**config.mk**
```make
export PLATFORM = sky130hd
export DESIGN_NAME = sdw_operand_sel
export DESIGN_NICKNAME = d
export VERILOG_FILES = /design/src/rtl/sdw_pkg.sv /design/src/rtl/sdw_src_extract.sv /design/src/rtl/sdw_dst_merge.sv /design/src/rtl/sdw_operand_sel.sv
export SDC_FILE = /design/constraint.sdc
export NUM_CORES = 1
export LEC_CHECK = 0
export BUFFER_PORTS_ARGS = -buffer_cell sky130_fd_sc_hd__clkbuf_2
export CORE_ASPECT_RATIO = 0.5
export CORE_MARGIN = 1.5
export CORE_UTILIZATION = 45
export DETAILED_ROUTE_END_ITERATION = 12
export PLACE_DENSITY = 0.79
export SLEW_MARGIN = 20
export SYNTH_ARGS = -nofsm -noshare
export SYNTH_HDL_FRONTEND = slang
export SYNTH_SLANG_ARGS = --single-unit
export TNS_END_PERCENT = 5
```
**constraint.sdc**
```tcl
create_clock -name clk -period 3.09 [get_ports clk]
set_input_delay 0.4635 -clock clk [delete_from_list [all_inputs] [get_ports clk]]
set_output_delay 0.4635 -clock clk [all_outputs]
set_load 0.005 [all_outputs]
```
**src/rtl/sdw_pkg.sv**
```systemverilog
package sdw_pkg;

    localparam int DW = 32;
    localparam int BYTE_W = 8;
    localparam int HALF_W = 16;
    localparam int SHW = $clog2(DW);
    localparam int LENW = SHW + 1;

    typedef enum logic [2:0] {
        SEL_B0  = 3'd0,
        SEL_B1  = 3'd1,
        SEL_B2  = 3'd2,
        SEL_B3  = 3'd3,
        SEL_H0  = 3'd4,
        SEL_H1  = 3'd5,
        SEL_ALL = 3'd6,
        SEL_RSV = 3'd7
    } part_sel_e;

    typedef enum logic [1:0] {
        FILL_ZERO = 2'd0,
        FILL_SIGN = 2'd1,
        FILL_KEEP = 2'd2,
        FILL_RSV  = 2'd3
    } fill_mode_e;

    typedef struct packed {
        logic [SHW-1:0]  lsb;
        logic [LENW-1:0] len;
    } part_geom_t;

    function automatic part_geom_t part_geom(part_sel_e s);
        part_geom_t g;
        case (s)
            SEL_B0:  begin g.lsb = SHW'(0);          g.len = LENW'(BYTE_W); end
            SEL_B1:  begin g.lsb = SHW'(BYTE_W);     g.len = LENW'(BYTE_W); end
            SEL_B2:  begin g.lsb = SHW'(2 * BYTE_W); g.len = LENW'(BYTE_W); end
            SEL_B3:  begin g.lsb = SHW'(3 * BYTE_W); g.len = LENW'(BYTE_W); end
            SEL_H0:  begin g.lsb = SHW'(0);          g.len = LENW'(HALF_W); end
            SEL_H1:  begin g.lsb = SHW'(HALF_W);     g.len = LENW'(HALF_W); end
            default: begin g.lsb = SHW'(0);          g.len = LENW'(DW);     end
        endcase
        return g;
    endfunction

    function automatic logic [DW-1:0] len_mask(logic [LENW-1:0] len);
        logic [DW-1:0] m;
        m = '1;
        if (len < LENW'(DW)) m = (DW'(1) << len) - DW'(1);
        return m;
    endfunction

endpackage

```
**src/rtl/sdw_src_extract.sv**
```systemverilog
module sdw_src_extract
    import sdw_pkg::*;
(
    input  logic [DW-1:0] src_i,
    input  part_sel_e     sel_i,
    input  logic          sext_i,
    output logic [DW-1:0] val_o
);
    part_geom_t    geom;
    logic [DW-1:0] keep_m;
    logic [DW-1:0] field;
    logic          top_bit;

    always_comb begin
        geom    = part_geom(sel_i);
        keep_m  = len_mask(geom.len);
        field   = (src_i >> geom.lsb) & keep_m;
        top_bit = field[SHW'(geom.len - LENW'(1))];
        if (sext_i && (geom.len < LENW'(DW)) && top_bit)
            val_o = field | ~keep_m;
        else
            val_o = field;
    end
endmodule

```
**src/rtl/sdw_dst_merge.sv**
```systemverilog
module sdw_dst_merge
    import sdw_pkg::*;
(
    input  logic [DW-1:0] res_i,
    input  logic [DW-1:0] old_i,
    input  part_sel_e     sel_i,
    input  fill_mode_e    mode_i,
    output logic [DW-1:0] dst_o
);
    part_geom_t    geom;
    logic [DW-1:0] len_m;
    logic [DW-1:0] slot_m;
    logic [DW-1:0] below_m;
    logic [DW-1:0] above_m;
    logic [DW-1:0] placed;
    logic          top_bit;

    always_comb begin
        geom    = part_geom(sel_i);
        len_m   = len_mask(geom.len);
        slot_m  = len_m << geom.lsb;
        below_m = (DW'(1) << geom.lsb) - DW'(1);
        above_m = ~(slot_m | below_m);
        placed  = (res_i & len_m) << geom.lsb;
        top_bit = res_i[SHW'(geom.len - LENW'(1))];
        case (mode_i)
            FILL_KEEP: dst_o = placed | (old_i & ~slot_m);
            FILL_SIGN: dst_o = placed | (top_bit ? above_m : '0);
            default:   dst_o = placed;
        endcase
    end
endmodule

```
**src/rtl/sdw_operand_sel.sv**
```systemverilog
module sdw_operand_sel
    import sdw_pkg::*;
(
    input  logic        clk,
    input  logic        rst,
    input  logic [31:0] src0_i,
    input  logic [31:0] src1_i,
    input  logic [31:0] dst_old_i,
    input  logic [31:0] alu_res_i,
    input  logic [2:0]  dst_sel_i,
    input  logic [2:0]  src0_sel_i,
    input  logic [2:0]  src1_sel_i,
    input  logic [1:0]  unused_mode_i,
    input  logic        src0_sext_i,
    input  logic        src1_sext_i,
    output logic [31:0] opnd0_o,
    output logic [31:0] opnd1_o,
    output logic [31:0] dst_o
);
    localparam int NSRC = 2;

    logic [NSRC-1:0][DW-1:0] src_a;
    part_sel_e [NSRC-1:0]    sel_a;
    logic [NSRC-1:0]         sx_a;
    logic [NSRC-1:0][DW-1:0] val_a;
    logic [NSRC-1:0][DW-1:0] opnd_q;
    logic [DW-1:0]           dst_d;
    logic [DW-1:0]           dst_q;

    assign src_a = {src1_i, src0_i};
    assign sel_a = {part_sel_e'(src1_sel_i), part_sel_e'(src0_sel_i)};
    assign sx_a  = {src1_sext_i, src0_sext_i};

    for (genvar i = 0; i < NSRC; i++) begin : g_src
        sdw_src_extract u_ext (
            .src_i  (src_a[i]),
            .sel_i  (sel_a[i]),
            .sext_i (sx_a[i]),
            .val_o  (val_a[i])
        );
    end

    sdw_dst_merge u_merge (
        .res_i  (alu_res_i),
        .old_i  (dst_old_i),
        .sel_i  (part_sel_e'(dst_sel_i)),
        .mode_i (fill_mode_e'(unused_mode_i)),
        .dst_o  (dst_d)
    );

    always_ff @(posedge clk) begin
        if (rst) begin
            opnd_q <= '0;
            dst_q  <= '0;
        end else begin
            opnd_q <= val_a;
            dst_q  <= dst_d;
        end
    end

    assign opnd0_o = opnd_q[0];
    assign opnd1_o = opnd_q[1];
    assign dst_o   = dst_q;

    AST_SRC_ZERO_EXT: assert property (@(posedge clk) disable iff (rst)
        ($past(src0_sel_i) <= 3'd3 && !$past(src0_sext_i)) |-> (opnd0_o[31:8] == 24'd0));
    AST_SRC_SIGN_EXT: assert property (@(posedge clk) disable iff (rst)
        ($past(src1_sel_i) == 3'd5 && $past(src1_sext_i)) |-> (opnd1_o[31:16] == {16{$past(src1_i[31])}}));
    AST_SRC_WHOLE: assert property (@(posedge clk) disable iff (rst)
        ($past(src0_sel_i) >= 3'd6) |-> (opnd0_o == $past(src0_i)));
    AST_DST_PAD: assert property (@(posedge clk) disable iff (rst)
        ($past(dst_sel_i) == 3'd0 && $past(unused_mode_i) == 2'd0) |-> (dst_o[31:8] == 24'd0));
    AST_DST_KEEP: assert property (@(posedge clk) disable iff (rst)
        ($past(dst_sel_i) == 3'd3 && $past(unused_mode_i) == 2'd2) |-> (dst_o[23:0] == $past(dst_old_i[23:0])));
    AST_DST_WHOLE: assert property (@(posedge clk) disable iff (rst)
        ($past(dst_sel_i) >= 3'd6) |-> (dst_o == $past(alu_res_i)));
    AST_DST_SLOT: assert property (@(posedge clk) disable iff (rst)
        ($past(dst_sel_i) == 3'd5) |-> (dst_o[31:16] == $past(alu_res_i[15:0])));
endmodule

```
==> impl_results.md, run 1 <==
* Run status: finished clean
* Number of buffers added for setup after CTS at 0
* Routed WL per cell at 16.36 um
* Worst setup SP type: input pin
* Worst path cell trace: clkbuf_2 -> inv_1 -> nor2_1 -> inv_1 -> ha_1 -> or3_1 -> nor4b_1 -> a21o_1 -> nand4_1 -> nand2_1
* Avg Cell Area, Syn at 9.018 um^2
* Sequential cell area at 1922 um^2
* Min-Delay Path Class: input pin to register
* Worst Hold Slack at 353.0 ps
* Power after layout at 3.168 mW
* Arrival time reported for the critical path endpoint at 2850 ps
* Final Hold Viols at 0
* Fin area at 6354 um^2
* Post-synthesis net count at 680
* Total GRT Usage at 25.28%
* Number of buffers inserted for hold repair after clock tree synthesis at 0
* Power dissipated by switching net loads at 0.8739 mW
* Fmax achieved at 388.3 MHz
* Die outline area at 11200 um^2
* Post-synth EDFFs at 0
* Maximum fanout along the worst path at 13
* Root buf cell: clkbuf_16
* Number of register bits inferred by synthesis at 96
* CTS max path bufs at 2
* Wire length of the first global-routing pass at 22090 um
* Cell type with the highest occurrence count on the critical path: inv_1
* Share of cells above drive strength 1 at 37.84%
* Met2 Resource Use GR at 43.15%
* Port bufs at 238
* Minimum clock period at 2575 ps
* Number of CTS-inserted buffers at 9
* Headroom to the max-slew limit at 44.69%
* Pin count of the biggest net entering global routing at 32
* Cell internal power dissipation at 2.294 mW
* Crit share post-route at 83.34%
* Post-synth ARST share at 0%
* Unrepaired setup endpoints after global routing: false
* Slew of the pin with the lowest slew margin at 822.8 ps
* Area occupied by multi-input gates at 2646 um^2
* Non-filler instance count after layout at 901
* Sequential Power Share at 43.1%
* Synth-to-layout area growth at 33.95%
* HPWL after detailed placement at 11780 um
* Highest-delay cell along the critical path: or3_1
* Post-route worst setup slack at 514.8 ps
* Number of ports placed on the die boundary at 239
* # placed instances at 885
* Weighted congestion reported at the end of routability-driven placement at 0.8956
* CTS tree: done
* Pins Over Slew Limit at 0
* Number of rows created at floorplan at 26
* Post-detailed-route via-to-cell ratio at 5.464
* Drc violations at 0
* Max incr delay on CP at 420 ps
* Core footprint at 10210 um^2
* Starting density of the core at 46.44%
* Wire length reported by the detailed router at 14740 um
* Initial antenna violation count at 0
* Clock network power share at 36.7%
* GR Util met3 at 5.868%
* Standard cell area after detailed placement at 6040 um^2
* Sum of overflow across all layers after global routing at 0
* Gate count of the mapped netlist at 526
* Total number of nets in the final design at 910
* Worst vdd rail ir drop at 0.0002518 V
* Number of setup violations in the final report at 0
* Kind of critical path: input pin to register
* 1st-iter DRT viols at 401
* Clk pin slew, worst setup/hold paths at 70 ps
* Share of the yosys chip area belonging to registers at 40.52%
* Number of gates given a new drive strength after cts at 0
* Final core occ at 62.20%
* M1 GR Usage at 32.65%
* Min-Delay Path Depth at 2
* Most frequent standard cell in the layout excluding fill and tap cells: clkbuf_2
* Leakage power of the design at 3.300 nW
* Min-Delay Endpoint: dst_o[12]
* Worst slack at placement at 236.9 ps
* Overall die width at 148.2 um
* Beginning of the worst hold path: dst_old_i[12]
* Sum Neg Setup Slack at 0 ps
* MaxCap Viol Count at 0
* Commonest non-fill, non-tap cells in the layout: clkbuf_2, nand2_1, dfxtp_1
* PD cells at 498.6 nW/um^2
* Data required, critical path at 3370 ps
* Switching fraction of total power at 27.59%
* Count of warnings emitted by yosys at 0
* Most congested layer reported by global routing: met2
* Maximum level of the CTS H-tree at 3
* Clk sinks at 96
* Cell variety after synth at 59
* Type of destination of the critical path: register
* Antenna cells at 0
* First drt pass iteration count at 6
* # fillers at 905
* Height of the chip at 75.60 um
* Dominant synthesized flop cell: dfxtp_1
* Combinational share of power at 20.1%
* Final ANT Viol Nets at 0
* Syn Std Cell Area at 4743 um^2
* Routed vias at 4923
* Number of global-route vias before repair at 4522
## cells by family (layout without fill, tap and decap cells)
family | Yosys count | after routing | synth area share, %
and+or+nand+nor | 180 | 180 | 17.20
AOI/OAI and AO/OA | 151 | 151 | 21.81
DFF | 96 | 96 | 40.52
muxes | 48 | 48 | 13.87
buffers and inverters | 40 | 275 | 3.693
adders and majority gates | 11 | 11 | 2.902
## worst max-delay path by stage
stage / endpoint / slack, ps / depth (start not counted) / from
2_1_floorplan: dst_o[17] / 480 / 9 / dst_sel_i[2]
3_5_place_dp: opnd0_o[7] / 240 / 10 / src0_sel_i[2]
4_1_cts: opnd0_o[7] / 590 / 10 / src0_sel_i[2]
5_1_grt: opnd1_o[7] / 320 / 10 / src1_sel_i[2]
3_3_place_gp: opnd0_o[7] / 390 / 10 / src0_sel_i[2]
6_report: opnd0_o[7] / 510 / 10 / src0_sel_i[2]
## area by class of cell
| type | count | area share, % |
|---|---|---|
| flip-flops and latches | 96 | 30.25 |
| clock inverters | 6 | 1.182 |
| inverters | 14 | 0.8271 |
| clock buffers | 10 | 3.761 |
| well taps | 140 | 2.757 |
| multi-input cells | 390 | 41.65 |
| repair buffers | 245 | 19.57 |
## Yosys cell counts (5+ instances only)
cell        n  share of area (%)
inv_1      12               0.95
a221o_1    14                3.0
o31ai_1     7                1.1
clkbuf_1   11               0.87
nand2_1   105                8.3
ha_1       11                2.9
o21ai_0    29                3.1
nor2_1     31                2.5
o21ai_1     5               0.53
mux2i_1    31                6.5
buf_2       8               0.84
o21bai_1   12                1.9
a31oi_1     8                1.1
mux4_2     13                6.2
nor2b_1     9                1.2
a22oi_1    16                2.5
a21oi_1    31                3.3
dfxtp_1    96                 41
o22ai_1     8                1.1
## flip-flops by register name, indices dropped and copies added, names as in the netlist
| signal | count |
|---|---|
| opnd0_o | 32 |
| dst_o | 32 |
| opnd1_o | 32 |
## power groups by stage
stage,logic (mW),registers [mW],clock network [mW]
floorplan,0.327,1.40,0
global placement,0.618,1.39,0
detailed placement,0.632,1.40,0
CTS,0.635,1.37,1.18
global route,0.701,1.37,1.23
finish,0.638,1.37,1.16
## critical path: cells and delay by family
family | cells | cell delay (ps)
compound gates | 1 | 230
fa+ha+maj | 1 | 230
buf+inv | 3 | 450
simple gates | 5 | 1470
## layer usage
metal  wire, um  vias up  share of wire (%)
met5          0        -                  0
met4        289        0                2.0
met3        932       33                6.3
met2       6976      214                 47
met1       6541     2297                 44
li1           -     2379                  -
Power figures use the tool's default switching activity.
==> inputs of run 2 (changes only) <==
==> constraint.sdc (replaced) <==
create_clock -name clk -period 2.4 [get_ports clk]
set_input_delay 0.36 -clock clk [delete_from_list [all_inputs] [get_ports clk]]
set_output_delay 0.36 -clock clk [all_outputs]
set_load 0.005 [all_outputs]
==> run 2 against run 1 <==
Against the previous run: sequential cell count stayed put; first-iteration DRC count is 11% lower; hold slack worse by 100 ps; global-route usage increased by 0.060 points; combinational power up 33%; clock-buffer cell count shrank 1; total power is 26% higher; wire length grew 0.35%; sequential power increased by 28%; via count grew 1.6%.
==> impl_results.md, run 2 (same netlist as run 1, synthesis figures left out) <==
* Run status: finished clean
* Highest-delay cell along the critical path: or3_1
* Starting density of the core at 46.44%
* Wire length of the first global-routing pass at 22070 um
* Share of cells above drive strength 1 at 39.36%
* Minimum clock period at 2157 ps
* HPWL after detailed placement at 12030 um
* Total GRT Usage at 25.34%
* Min-Delay Path Class: input pin to register
* Fmax achieved at 463.7 MHz
* Data required, critical path at 2680 ps
* Most frequent standard cell in the layout excluding fill and tap cells: clkbuf_2
* Maximum fanout along the worst path at 8
* CTS tree: done
* Unrepaired setup endpoints after global routing: false
* Type of destination of the critical path: register
* Port bufs at 238
* Fin area at 6472 um^2
* Leakage power of the design at 3.383 nW
* Number of gates given a new drive strength after cts at 0
* Initial antenna violation count at 0
* Area occupied by multi-input gates at 2646 um^2
* Commonest non-fill, non-tap cells in the layout: clkbuf_2, nand2_1, dfxtp_1
* Routed WL per cell at 16.08 um
* Synth-to-layout area growth at 36.45%
* Headroom to the max-slew limit at 37.96%
* Slew of the pin with the lowest slew margin at 923.5 ps
* Final ANT Viol Nets at 0
* Maximum level of the CTS H-tree at 3
* Post-detailed-route via-to-cell ratio at 5.435
* Number of CTS-inserted buffers at 9
* Clk sinks at 96
* Worst vdd rail ir drop at 0.0003651 V
* PD cells at 616.9 nW/um^2
* Pin count of the biggest net entering global routing at 23
* Pins Over Slew Limit at 0
* Antenna cells at 0
* First drt pass iteration count at 5
* Die outline area at 11200 um^2
* Sum of overflow across all layers after global routing at 0
* Wire length reported by the detailed router at 14790 um
* Worst path top cell family by delay: simple AND/OR/NAND/NOR gates
* Core footprint at 10210 um^2
* Critical path buffers and inverters at 2
* Total number of nets in the final design at 929
* Overall die width at 148.2 um
* Arrival time reported for the critical path endpoint at 2440 ps
* Number of setup violations in the final report at 0
* Number of ports placed on the die boundary at 239
* Number of global-route vias before repair at 4434
* Weighted congestion reported at the end of routability-driven placement at 0.9105
* CTS max path bufs at 2
* Crit share post-route at 89.86%
* Sequential cell area at 1922 um^2
* MaxCap Viol Count at 0
* Routed vias at 5000
* Number of buffers inserted for hold repair after clock tree synthesis at 0
* Height of the chip at 75.60 um
* Number of buffers added for setup after CTS at 0
* Final Hold Viols at 0
* # fillers at 853
* Clk pin slew, worst setup/hold paths at 70 ps
* Root buf cell: clkbuf_16
* Final core occ at 63.36%
* Standard cell area after detailed placement at 6182 um^2
* Max incr delay on CP at 390 ps
* Number of rows created at floorplan at 26
* Worst setup SP type: input pin
* 1st-iter DRT viols at 356
* Kind of critical path: input pin to register
* Worst path cell trace: clkbuf_2 -> nor2_1 -> inv_1 -> ha_1 -> or3_1 -> nor4b_1 -> a21o_1 -> nand4_1 -> nand2_1
* Drc violations at 0
## run 2: cell types whose count changed in the layout (fill, tap and decap cells not counted), sizes merged
cell / previous run / this run
clkbuf: 248 / 247
bufinv: 1 / 0
clkinv: 3 / 6
buf: 7 / 26
clkinvlp: 1 / 0
## run 2: stage by stage
stage	power, mW	TNS, ps	worst slack, ps	instances	hold slack [ps]
detailed placement	2.637	-347.3	-57.38	904	592.7
global placement	2.621	0	49.91	904	592.7
CTS	4.011	0	300.0	920	240.4
finish	3.993	0	243.3	920	248.1
floorplan	2.228	0	1.535	526	459.0
global route	4.186	0	77.22	920	240.6
## run 2: layout make-up
cell class | count | share of cell area [%]
clock inverter | 7 | 1.005
timing repair buffer | 264 | 21.42
tap | 140 | 2.706
multi-input combinational | 390 | 40.89
inverter | 14 | 0.8119
clock buffer | 9 | 3.480
sequential | 96 | 29.69
## run 2: path summary, 6_finish.rpt
path,start,endpoint,slack (ps),depth (start not counted)
worst max-delay path,src0_sel_i[1],opnd0_o[7],240,9
worst min-delay path,dst_old_i[9],dst_o[9],250,2
## run 2: power breakdown
part	switching [mW]	internal, mW	leakage (nW)
combinational	0.442	0.404	2.45
sequential	0.0408	1.72	0.792
clock	0.662	0.723	0.143
total	1.14	2.85	3.38
## run 2: layer usage
layer	routed length [um]	GRT usage, %	share of wire (%)
met5	0	0	0
met3	1167	7.126	7.9
met1	6420	32.63	43
met4	277	8.251	1.9
met2	6926	42.16	47
==> inputs of run 3 (changes only) <==
--- a/config.mk
+++ b/config.mk
@@ -6,7 +6,6 @@
 export NUM_CORES = 1
 export LEC_CHECK = 0
 export BUFFER_PORTS_ARGS = -buffer_cell sky130_fd_sc_hd__clkbuf_2
-export CORE_ASPECT_RATIO = 0.5
 export CORE_MARGIN = 1.5
 export CORE_UTILIZATION = 45
 export DETAILED_ROUTE_END_ITERATION = 12
==> run 3 against run 2 <==
Against the previous run: wire length grew 12%; sequential share of layout area grew 0.58 points; final area decreased by 1.9%; cell count fell by 0.87%; clock-buffer cell count is 1 higher; core utilization fell by 1.6 points; clock power fell by 22%; combinational power is 2.6% higher; hold slack worse by 24 ps; critical path depth stayed put; largest power group unchanged.
==> impl_results.md, run 3 (same netlist as run 1, synthesis figures left out) <==
* Run status: finished clean
* Minimum clock period at 2087 ps
* Core footprint at 10280 um^2
* Pins Over Slew Limit at 0
* 1st-iter DRT viols at 430
* Antenna cells at 0
* Arrival time reported for the critical path endpoint at 2380 ps
* Worst vdd rail ir drop at 0.0003438 V
* MaxCap Viol Count at 0
* Data required, critical path at 2690 ps
* Number of global-route vias before repair at 4944
* Min-Delay Path Class: input pin to register
* Clk pin slew, worst setup/hold paths at 100 ps
* Die outline area at 11170 um^2
* Unrepaired setup endpoints after global routing: false
* Sum of overflow across all layers after global routing at 0
* Total GRT Usage at 29.18%
* Number of ports placed on the die boundary at 239
* Final Hold Viols at 0
* Most frequent standard cell in the layout excluding fill and tap cells: clkbuf_2
* Clk sinks at 96
* Share of cells above drive strength 1 at 39.05%
* Beginning of the worst hold path: dst_old_i[15]
* CTS max path bufs at 2
* Number of rows created at floorplan at 37
* Height of the chip at 105.7 um
* Type of destination of the critical path: register
* PD cells at 583.2 nW/um^2
* Pin count of the biggest net entering global routing at 24
* Number of buffers inserted for hold repair after clock tree synthesis at 0
* Routed WL per cell at 18.10 um
* Number of buffers added for setup after CTS at 0
* First drt pass iteration count at 7
* Total number of nets in the final design at 926
* Most congested layer reported by global routing: met2
* Min-Delay Path Depth at 2
* Wire length of the first global-routing pass at 25160 um
* Sum Neg Setup Slack at 0 ps
* Min-Delay Endpoint: dst_o[15]
* HPWL after detailed placement at 13510 um
* Weighted congestion reported at the end of routability-driven placement at 0.9396
* Maximum fanout along the worst path at 8
* Headroom to the max-slew limit at 55.41%
* Final ANT Viol Nets at 0
* GR Util met3 at 5.875%
* M1 GR Usage at 35.40%
* Kind of critical path: input pin to register
* Post-detailed-route via-to-cell ratio at 5.651
* Port bufs at 238
* Power after layout at 3.703 mW
* Commonest non-fill, non-tap cells in the layout: clkbuf_2, nand2_1, dfxtp_1
* CTS tree: done
* Synth-to-layout area growth at 33.84%
* Fmax achieved at 479.1 MHz
* Worst setup SP type: input pin
* Drc violations at 0
* Number of CTS-inserted buffers at 9
* Slew of the pin with the lowest slew margin at 663.7 ps
* Maximum level of the CTS H-tree at 3
* Leakage power of the design at 3.323 nW
* Starting density of the core at 46.15%
* Routed vias at 5154
* Number of setup violations in the final report at 0
* Number of gates given a new drive strength after cts at 0
* Root buf cell: clkbuf_8
* Wire length reported by the detailed router at 16510 um
* Overall die width at 105.7 um
* Met2 Resource Use GR at 51.11%
* Initial antenna violation count at 0
* Crit share post-route at 86.96%
run 3: metal layers:
| layer | vias to the layer above | routed length [um] |
|---|---|---|
| li1 | 2403 | - |
| met1 | 2414 | 6506 |
| met2 | 305 | 8225 |
| met3 | 32 | 1340 |
| met4 | 0 | 434 |
| met5 | - | 0 |
run 3: power by group:
group	switching, mW	internal [mW]
Combinational	0.468	0.400
Clock	0.563	0.506
Sequential	0.0453	1.72
Total	1.08	2.63
run 3: critical path, stage by stage:
cell      delay, ps
clkbuf_2        130
nor2_1          190
inv_1            90
ha_1            230
or3_1           380
nor4b_1         320
a21o_1          180
nand4_1         320
nand2_1         180
run 3: worst max path at each step:
stage | from | end | slack [ps] | cells after the start
finish | src0_sel_i[1] | opnd0_o[3] | 310 | 9
floorplan | dst_sel_i[2] | dst_o[17] | 2 | 9
detailed placement | src0_sel_i[1] | opnd0_o[4] | -60 | 9
global placement | src0_sel_i[1] | opnd0_o[7] | 110 | 9
global route | src0_sel_i[1] | opnd0_o[7] | 140 | 9
CTS | src0_sel_i[1] | opnd0_o[4] | 330 | 9
run 3: layout make-up:
type                            instances  area (um^2)
Multi-Input combinational cell        390         2646
Timing Repair Buffer                  261         1364
Clock inverter                          5        56.30
Inverter                               14        52.55
Tap cell                              136        170.2
Clock buffer                           10        137.6
Sequential cell                        96         1922
Fill cell                             910         3929
run 3: through the flow:
| stage | hold slack (ps) | worst slack, ps | utilization (%) | std cells | area [um^2] |
|---|---|---|---|---|---|
| after global placement | 596.0 | 106.7 | 59.89 | 897 | 6155 |
| after global routing | 218.7 | 142.1 | 61.77 | 912 | 6349 |
| after floorplan | 459.0 | 1.535 | - | 526 | 4745 |
| final | 224.0 | 313.0 | 61.77 | 912 | 6349 |
| after detailed placement | 595.4 | -62.97 | 59.89 | 897 | 6155 |
| after CTS | 216.5 | 329.8 | 61.77 | 912 | 6349 |
